## config.mk

```make
export PLATFORM = sky130hd
export DESIGN_NAME = txr_engine
export DESIGN_NICKNAME = d
export VERILOG_FILES = /design/src/rtl/txr_pkg.sv /design/src/rtl/txr_ctrl_decode.sv /design/src/rtl/txr_next_addr.sv /design/src/rtl/txr_lane_mux.sv /design/src/rtl/txr_engine.sv
export SDC_FILE = /design/constraint.sdc
export NUM_CORES = 1
export LEC_CHECK = 0
export BUFFER_PORTS_ARGS = -buffer_cell sky130_fd_sc_hd__buf_2
export CAP_MARGIN = 20
export CELL_PAD_IN_SITES_DETAIL_PLACEMENT = 1
export CELL_PAD_IN_SITES_GLOBAL_PLACEMENT = 2
export CORE_AREA = 2 2 134 136
export CTS_BUF_LIST = sky130_fd_sc_hd__clkbuf_16
export DETAILED_ROUTE_END_ITERATION = 10
export DIE_AREA = 0 0 136 138
export PLACE_DENSITY_LB_ADDON = 0.08
export SKIP_LAST_GASP = 1
export SYNTH_ARGS = -nofsm -noshare
export SYNTH_HDL_FRONTEND = slang
export SYNTH_SLANG_ARGS = --single-unit
```

## constraint.sdc

```tcl
create_clock -name clk -period 7.9 [get_ports clk]
set_input_delay 0.79 -clock clk [delete_from_list [all_inputs] [get_ports clk]]
set_output_delay 0.79 -clock clk [all_outputs]
set_load 0.02 [all_outputs]
```

## src/rtl/txr_pkg.sv

```systemverilog
package txr_pkg;

    localparam int LEN_W       = 11;
    localparam int OWN_BIT     = 31;
    localparam int LAST_BIT    = 30;
    localparam int FIRST_BIT   = 29;
    localparam int SETUP_BIT   = 27;
    localparam int EOR_BIT     = 25;
    localparam int DESC_WORDS  = 4;
    localparam int SETUP_LEN   = 192;
    localparam logic [31:0] POLL_CODE  = 32'd1;
    localparam logic [31:0] ST_ERR     = 32'h0000_8000;
    localparam logic [31:0] ST_SETUPOK = 32'h7FFF_FFFF;
    localparam logic [31:0] ST_DONE    = 32'h0000_0000;

    typedef enum logic [3:0] {
        S_STOP,
        S_SUSP,
        S_SREQ,
        S_SCAP,
        S_CREQ,
        S_CCAP,
        S_BREQ,
        S_BCAP,
        S_DREQ,
        S_DCAP,
        S_EMIT,
        S_WB
    } txr_state_e;

    typedef struct packed {
        logic             eor;
        logic             last_seg;
        logic             first_seg;
        logic             setup;
        logic [LEN_W-1:0] len;
    } txr_ctrl_t;

endpackage

```

## src/rtl/txr_ctrl_decode.sv

```systemverilog
module txr_ctrl_decode
    import txr_pkg::*;
(
    input  txr_ctrl_t   ctrl,
    output logic        len_ok,
    output logic [31:0] wb_status
);

    always_comb begin
        if (ctrl.setup) begin
            len_ok = (ctrl.len == LEN_W'(SETUP_LEN));
        end else begin
            len_ok = (ctrl.len != '0);
        end

        if (!len_ok) begin
            wb_status = ST_ERR;
        end else if (ctrl.setup) begin
            wb_status = ST_SETUPOK;
        end else begin
            wb_status = ST_DONE;
        end
    end

endmodule

```

## src/rtl/txr_next_addr.sv

```systemverilog
module txr_next_addr
    import txr_pkg::*;
#(
    parameter int WA_W = 14
) (
    input  logic [WA_W-1:0] cur,
    input  logic [WA_W-1:0] base,
    input  logic            eor,
    output logic [WA_W-1:0] nxt
);

    always_comb begin
        if (eor) begin
            nxt = base;
        end else begin
            nxt = cur + WA_W'(DESC_WORDS);
        end
    end

endmodule

```

## src/rtl/txr_lane_mux.sv

```systemverilog
module txr_lane_mux #(
    parameter  int WORD_W = 32,
    parameter  int LANE_W = 8,
    localparam int LANES  = WORD_W / LANE_W,
    localparam int SEL_W  = $clog2(LANES)
) (
    input  logic [WORD_W-1:0] word,
    input  logic [SEL_W-1:0]  sel,
    output logic [LANE_W-1:0] lane
);

    logic [LANE_W-1:0] lanes [LANES];

    for (genvar g = 0; g < LANES; g++) begin : g_lane
        assign lanes[g] = word[g*LANE_W +: LANE_W];
    end

    assign lane = lanes[sel];

endmodule

```

## src/rtl/txr_engine.sv

```systemverilog
module txr_engine
    import txr_pkg::*;
#(
    parameter  int ADDR_W = 16,
    localparam int WA_W   = ADDR_W - 2
) (
    input  logic            clk,
    input  logic            rst_n,
    input  logic [WA_W-1:0] ring_base,
    input  logic            tx_run,
    input  logic            poll_wr,
    input  logic [31:0]     poll_data,
    output logic            mem_req,
    output logic            mem_we,
    output logic [WA_W-1:0] mem_addr,
    output logic [31:0]     mem_wdata,
    input  logic [31:0]     mem_rdata,
    output logic            out_valid,
    output logic [7:0]      out_data,
    output logic            out_first,
    output logic            out_last,
    output logic            idle
);

    localparam int WORD_W = 32;
    localparam int LANE_W = 8;
    localparam int LANES  = WORD_W / LANE_W;
    localparam int SEL_W  = $clog2(LANES);

    typedef struct packed {
        txr_state_e        st;
        logic [WA_W-1:0]   cur;
        logic [WA_W-1:0]   bptr;
        txr_ctrl_t         ctrl;
        logic [LEN_W-1:0]  left;
        logic [WORD_W-1:0] word;
        logic [SEL_W-1:0]  lane;
        logic              first;
        logic              pend;
    } regs_t;

    regs_t r_q, r_d;

    txr_ctrl_t       ctrl_raw;
    logic            len_ok;
    logic [31:0]     wb_status;
    logic [WA_W-1:0] next_desc;
    logic [7:0]      lane_byte;
    logic            poll_hit;

    assign ctrl_raw.eor       = mem_rdata[EOR_BIT];
    assign ctrl_raw.last_seg  = mem_rdata[LAST_BIT];
    assign ctrl_raw.first_seg = mem_rdata[FIRST_BIT];
    assign ctrl_raw.setup     = mem_rdata[SETUP_BIT];
    assign ctrl_raw.len       = mem_rdata[LEN_W-1:0];

    txr_ctrl_decode u_dec (
        .ctrl      (r_q.ctrl),
        .len_ok    (len_ok),
        .wb_status (wb_status)
    );

    txr_next_addr #(.WA_W(WA_W)) u_nxt (
        .cur  (r_q.cur),
        .base (ring_base),
        .eor  (r_q.ctrl.eor),
        .nxt  (next_desc)
    );

    txr_lane_mux #(.WORD_W(WORD_W), .LANE_W(LANE_W)) u_lane (
        .word (r_q.word),
        .sel  (r_q.lane),
        .lane (lane_byte)
    );

    assign poll_hit = poll_wr && (poll_data == POLL_CODE);

    always_comb begin
        r_d       = r_q;
        mem_req   = 1'b0;
        mem_we    = 1'b0;
        mem_addr  = r_q.cur;
        mem_wdata = wb_status;
        out_valid = 1'b0;
        out_data  = lane_byte;
        out_first = 1'b0;
        out_last  = 1'b0;
        idle      = (r_q.st == S_STOP) || (r_q.st == S_SUSP);

        if (!idle) begin
            r_d.pend = r_q.pend | poll_hit;
        end

        unique case (r_q.st)
            S_STOP: begin
                r_d.cur  = ring_base;
                r_d.pend = 1'b0;
                if (tx_run) begin
                    r_d.st = S_SUSP;
                end
            end
            S_SUSP: begin
                r_d.pend = 1'b0;
                if (!tx_run) begin
                    r_d.st = S_STOP;
                end else if (poll_hit) begin
                    r_d.st = S_SREQ;
                end
            end
            S_SREQ: begin
                mem_req  = 1'b1;
                r_d.pend = poll_hit;
                r_d.st   = S_SCAP;
            end
            S_SCAP: begin
                if (mem_rdata[OWN_BIT]) begin
                    r_d.st = S_CREQ;
                end else if (r_q.pend || poll_hit) begin
                    r_d.st = S_SREQ;
                end else if (tx_run) begin
                    r_d.st = S_SUSP;
                end else begin
                    r_d.st = S_STOP;
                end
            end
            S_CREQ: begin
                mem_req  = 1'b1;
                mem_addr = r_q.cur + WA_W'(1);
                r_d.st   = S_CCAP;
            end
            S_CCAP: begin
                r_d.ctrl = ctrl_raw;
                r_d.st   = S_BREQ;
            end
            S_BREQ: begin
                mem_req  = 1'b1;
                mem_addr = r_q.cur + WA_W'(2);
                r_d.st   = S_BCAP;
            end
            S_BCAP: begin
                r_d.bptr  = mem_rdata[ADDR_W-1:2];
                r_d.left  = r_q.ctrl.len;
                r_d.first = 1'b1;
                r_d.st    = len_ok ? S_DREQ : S_WB;
            end
            S_DREQ: begin
                mem_req  = 1'b1;
                mem_addr = r_q.bptr;
                r_d.st   = S_DCAP;
            end
            S_DCAP: begin
                r_d.word = mem_rdata;
                r_d.bptr = r_q.bptr + WA_W'(1);
                r_d.lane = '0;
                if (!r_q.ctrl.setup) begin
                    r_d.st = S_EMIT;
                end else if (r_q.left <= LEN_W'(LANES)) begin
                    r_d.left = '0;
                    r_d.st   = S_WB;
                end else begin
                    r_d.left = r_q.left - LEN_W'(LANES);
                    r_d.st   = S_DREQ;
                end
            end
            S_EMIT: begin
                out_valid = 1'b1;
                out_first = r_q.first && r_q.ctrl.first_seg;
                out_last  = (r_q.left == LEN_W'(1)) && r_q.ctrl.last_seg;
                r_d.first = 1'b0;
                r_d.left  = r_q.left - LEN_W'(1);
                r_d.lane  = r_q.lane + SEL_W'(1);
                if (r_q.left == LEN_W'(1)) begin
                    r_d.st = S_WB;
                end else if (r_q.lane == SEL_W'(LANES - 1)) begin
                    r_d.st = S_DREQ;
                end
            end
            S_WB: begin
                mem_req  = 1'b1;
                mem_we   = 1'b1;
                mem_addr = r_q.cur;
                r_d.cur  = next_desc;
                r_d.st   = tx_run ? S_SREQ : S_STOP;
            end
            default: r_d.st = S_STOP;
        endcase
    end

    always_ff @(posedge clk or negedge rst_n) begin
        if (!rst_n) begin
            r_q       <= '0;
            r_q.st    <= S_STOP;
        end else begin
            r_q <= r_d;
        end
    end

endmodule

```

==> results.tsv <==
stage	metric	value	unit
setup_path	end_kind	output port	
yosys	yosysWarnings	0	
clocking	hold_buffers	0	
clocking	cts_buffer_depth	2	
setup_path	crit_type	reg -> out	
die	die_y	138	um
clocking	cts.clk_slew.worst_paths	0.07	ns
routing	drt_iter0_drc	273	
setup_path	crit_fanout	17	
setup_path	critPathArrivalTime	2.96	ns
status	outcome	complete, no violations	
clocking	root_buffer	clkbuf_16	
final_layout	synthToLayoutAreaGrowth	16.4	%
yosys	synth_top_area_share	40.4	%
setup_path	slowest_delay	0.80	ns
die	dieArea	18800	sq um
pwr	internal-power	1400	uW
routing	final_antenna_net_count	0	
sta	setup_tns	0	ns
clocking	h-tree-depth	3	
min_path	hp-class	in -> async	
global_routing	use_met3	3.81	%
yosys	synth_area	5830	sq um
pwr	finalPower	2570	uW
die	core_area	17500	sq um
global_routing	met2_usage	34.8	%
sta	skew	0.0119	ns
die	start_util	33.2	%
sta	setup_violations	0	
yosys	yosysTopAreaCell	dfrtp_1	
sta	worst_pin_slew	0.966	ns
global_routing	grt_overflow_total	0	
setup_path	r2r_setup_slack	4.93	ns
yosys	ys_async_sr_fraction	100	%
clocking	cts_tree	done	
die	rows	49	
routing	wl_per_cell	19.3	um
placed_design	hpwl	14.1	mm
setup_path	path_cells	nand2b_1 -> nor2_1 -> nor2_1 -> o21ai_0 -> nand3_1 -> buf_2	
global_routing	grtUsageMet1	28.7	%
pwr	ir_drop	0.000115	V
placed_design	globalplace.congestion	0.815	
yosys	synth_cells	686	
die	die_x	136	um
global_routing	antenna_found_initial	1	
final_layout	reg.largest.list	r_q: 94 flops	
sta	finalHoldViolations	0	
clocking	post_cts_resized	0	
die	io_pins	142	
yosys	synth.avg_cell_area	8.50	sq um
final_layout	layout_commonest_cell	nand2_1	
setup_path	worst_ep_required_time	7.11	ns
clocking	postCtsSetupBuffers	0	
yosys	ys_seq_area_share	40.4	%
final_layout	diodes	0	
pwr	p_per_area	379	nW/um^2
clocking	clk_latency	0.35	ns
yosys	syn_nets	779	
routing	drt_wl_total	19.5	mm
clocking	cts_sinks	94	
yosys	synth_flop_cell	dfrtp_1	
sta	rsz0062_at_grt	false	
setup_path	crit_path_top_delay_cell	nor2_1	
sta	post-route-period-util	47.5	%
final_layout	largest_register_ffs	94	
final_layout	fin_nets	871	
clocking	cts_buffers	9	
setup_path	path_delay_family	simple AND/OR/NAND/NOR gates	
global_routing	grt_pass1_vias	5853	
global_routing	grt_pass1_wl	31.3	mm
flow_run	drv_cap	0	
pwr	pwr-share-seq	38.7	%
final_layout	final_cell_mix	nand2_1 (152), buf_2 (139), dfrtp_1 (94)	
sta	fin_hold_ws	0.350	ns
yosys	ys_ff_latch	94	
pwr	power_frac_clock	16.5	%
global_routing	grt_max_degree	71	
routing	firstDrtPassIters	5	
setup_path	crit_top_cell	nor2_1	
global_routing	grt_busiest_layer	met2	
routing	viasPerCell	5.52	
yosys	synth_edf_count	0	
global_routing	grt_usage	21.0	%
yosys	yosysUniqueCellTypes	67	
final_layout	drive_gt1_share	25.7	%
pwr	p_leak	0.00304	uW
pwr	p_sw_share	45.7	%
sta	slew_headroom	35.6	%
setup_path	path_buf_inv	1	
placed_design	port_buffers	140	
sta	slew_viol_final	0	
setup_path	startpoint_type	register	
yosys	synth_area_leaders	dfrtp_1 (40%), nand2_1 (9.9%), buf_4 (4.0%)	
sta	fmax	0.267	GHz
pwr	switching_power	1180	uW
final_layout	n_fill_cell	2137	
routing	drc_errors	0	
sta	period_needed	3.75	ns
routing	vias	5591	
pwr	p_comb_share	44.8	%
final_layout	regMostFlops	r_q	
## worst register-to-register path: cells and delay by family (launching register included)
kind	cells	cell delay (ns)
AND/OR/NAND/NOR	3	1.62
AO/OA/AOI/OAI	3	0.43
flip-flops	1	0.82
## cell families (layout without fill, tap and decap cells)
logic type	after synthesis	after routing	share of synthesized area [%]
xor+xnor	2	2	0.301
other cells	1	1	0.0643
compound gates	153	153	18.2
fa+ha+maj	11	11	2.36
simple gates	320	320	25.0
flops	94	94	40.4
mux	26	26	6.57
buf+inv	79	176	7.13
## metal layers
layer | part of all wire (%) | vias up | wire, um
met1 | 47 | 2828 | 9260
met5 | 0 | - | 0
met4 | 0.97 | 0 | 189
li1 | - | 2631 | -
met2 | 48 | 118 | 9290
met3 | 3.9 | 14 | 760
## metrics by stage
step | setup slack (ns) | instance area (sq um) | utilization [%] | std cells
2_1_floorplan | 4.20 | 5830 | - | 686
3_3_place_gp | 4.50 | 6500 | 37.1 | 995
3_5_place_dp | 4.32 | 6500 | 37.1 | 996
4_1_cts | 3.94 | 6780 | 38.7 | 1012
5_1_grt | 3.94 | 6780 | 38.7 | 1012
6_report | 4.15 | 6780 | 38.7 | 1012
## area by class of cell
type                            instances  area, sq um  area share, %
Multi-Input combinational cell        513         3070           45.2
Inverter                               14         52.6          0.775
Clock buffer                            9          225           3.32
Clock inverter                          7         48.8          0.720
Timing Repair Buffer                  146          748           11.0
Sequential cell                        94         2350           34.7
Tap cell                              229          287           4.23
## final timing paths
path                         start            to  cells after the start
setup / recovery           r_q[93]  mem_addr[13]                      6
hold / removal               rst_n       r_q[43]                      1
setup reg to reg           r_q[91]       r_q[91]                      6
hold reg to reg            r_q[17]       r_q[17]                      2
max in group asynchronous    rst_n       r_q[63]                      2
min in group clk           r_q[17]       r_q[17]                      2
## cells in the mapped netlist (all sizes together) (5+ instances only)
master,count
buf,34
ha,11
nor2b,5
o22ai,7
nor3,24
mux4,8
nor4,12
inv,13
a221o,14
clkbuf,31
or3,6
nand2b,5
nand2,153
nor2,61
o21ai,40
mux2,18
nand4,6
or4,5
a211oi,6
a21oi,28
dfrtp,94
nand3,19
and3,8
o31ai,6
a22oi,7
## power by group through the flow
stage	clock [uW]	combinational, uW	sequential [uW]
after CTS	435	1160	995
final	425	1150	997
after global routing	452	1290	1040
after detailed placement	0	1160	1000
after global placement	0	1130	986
after floorplan	0	905	851
Power figures use the tool's default switching activity.
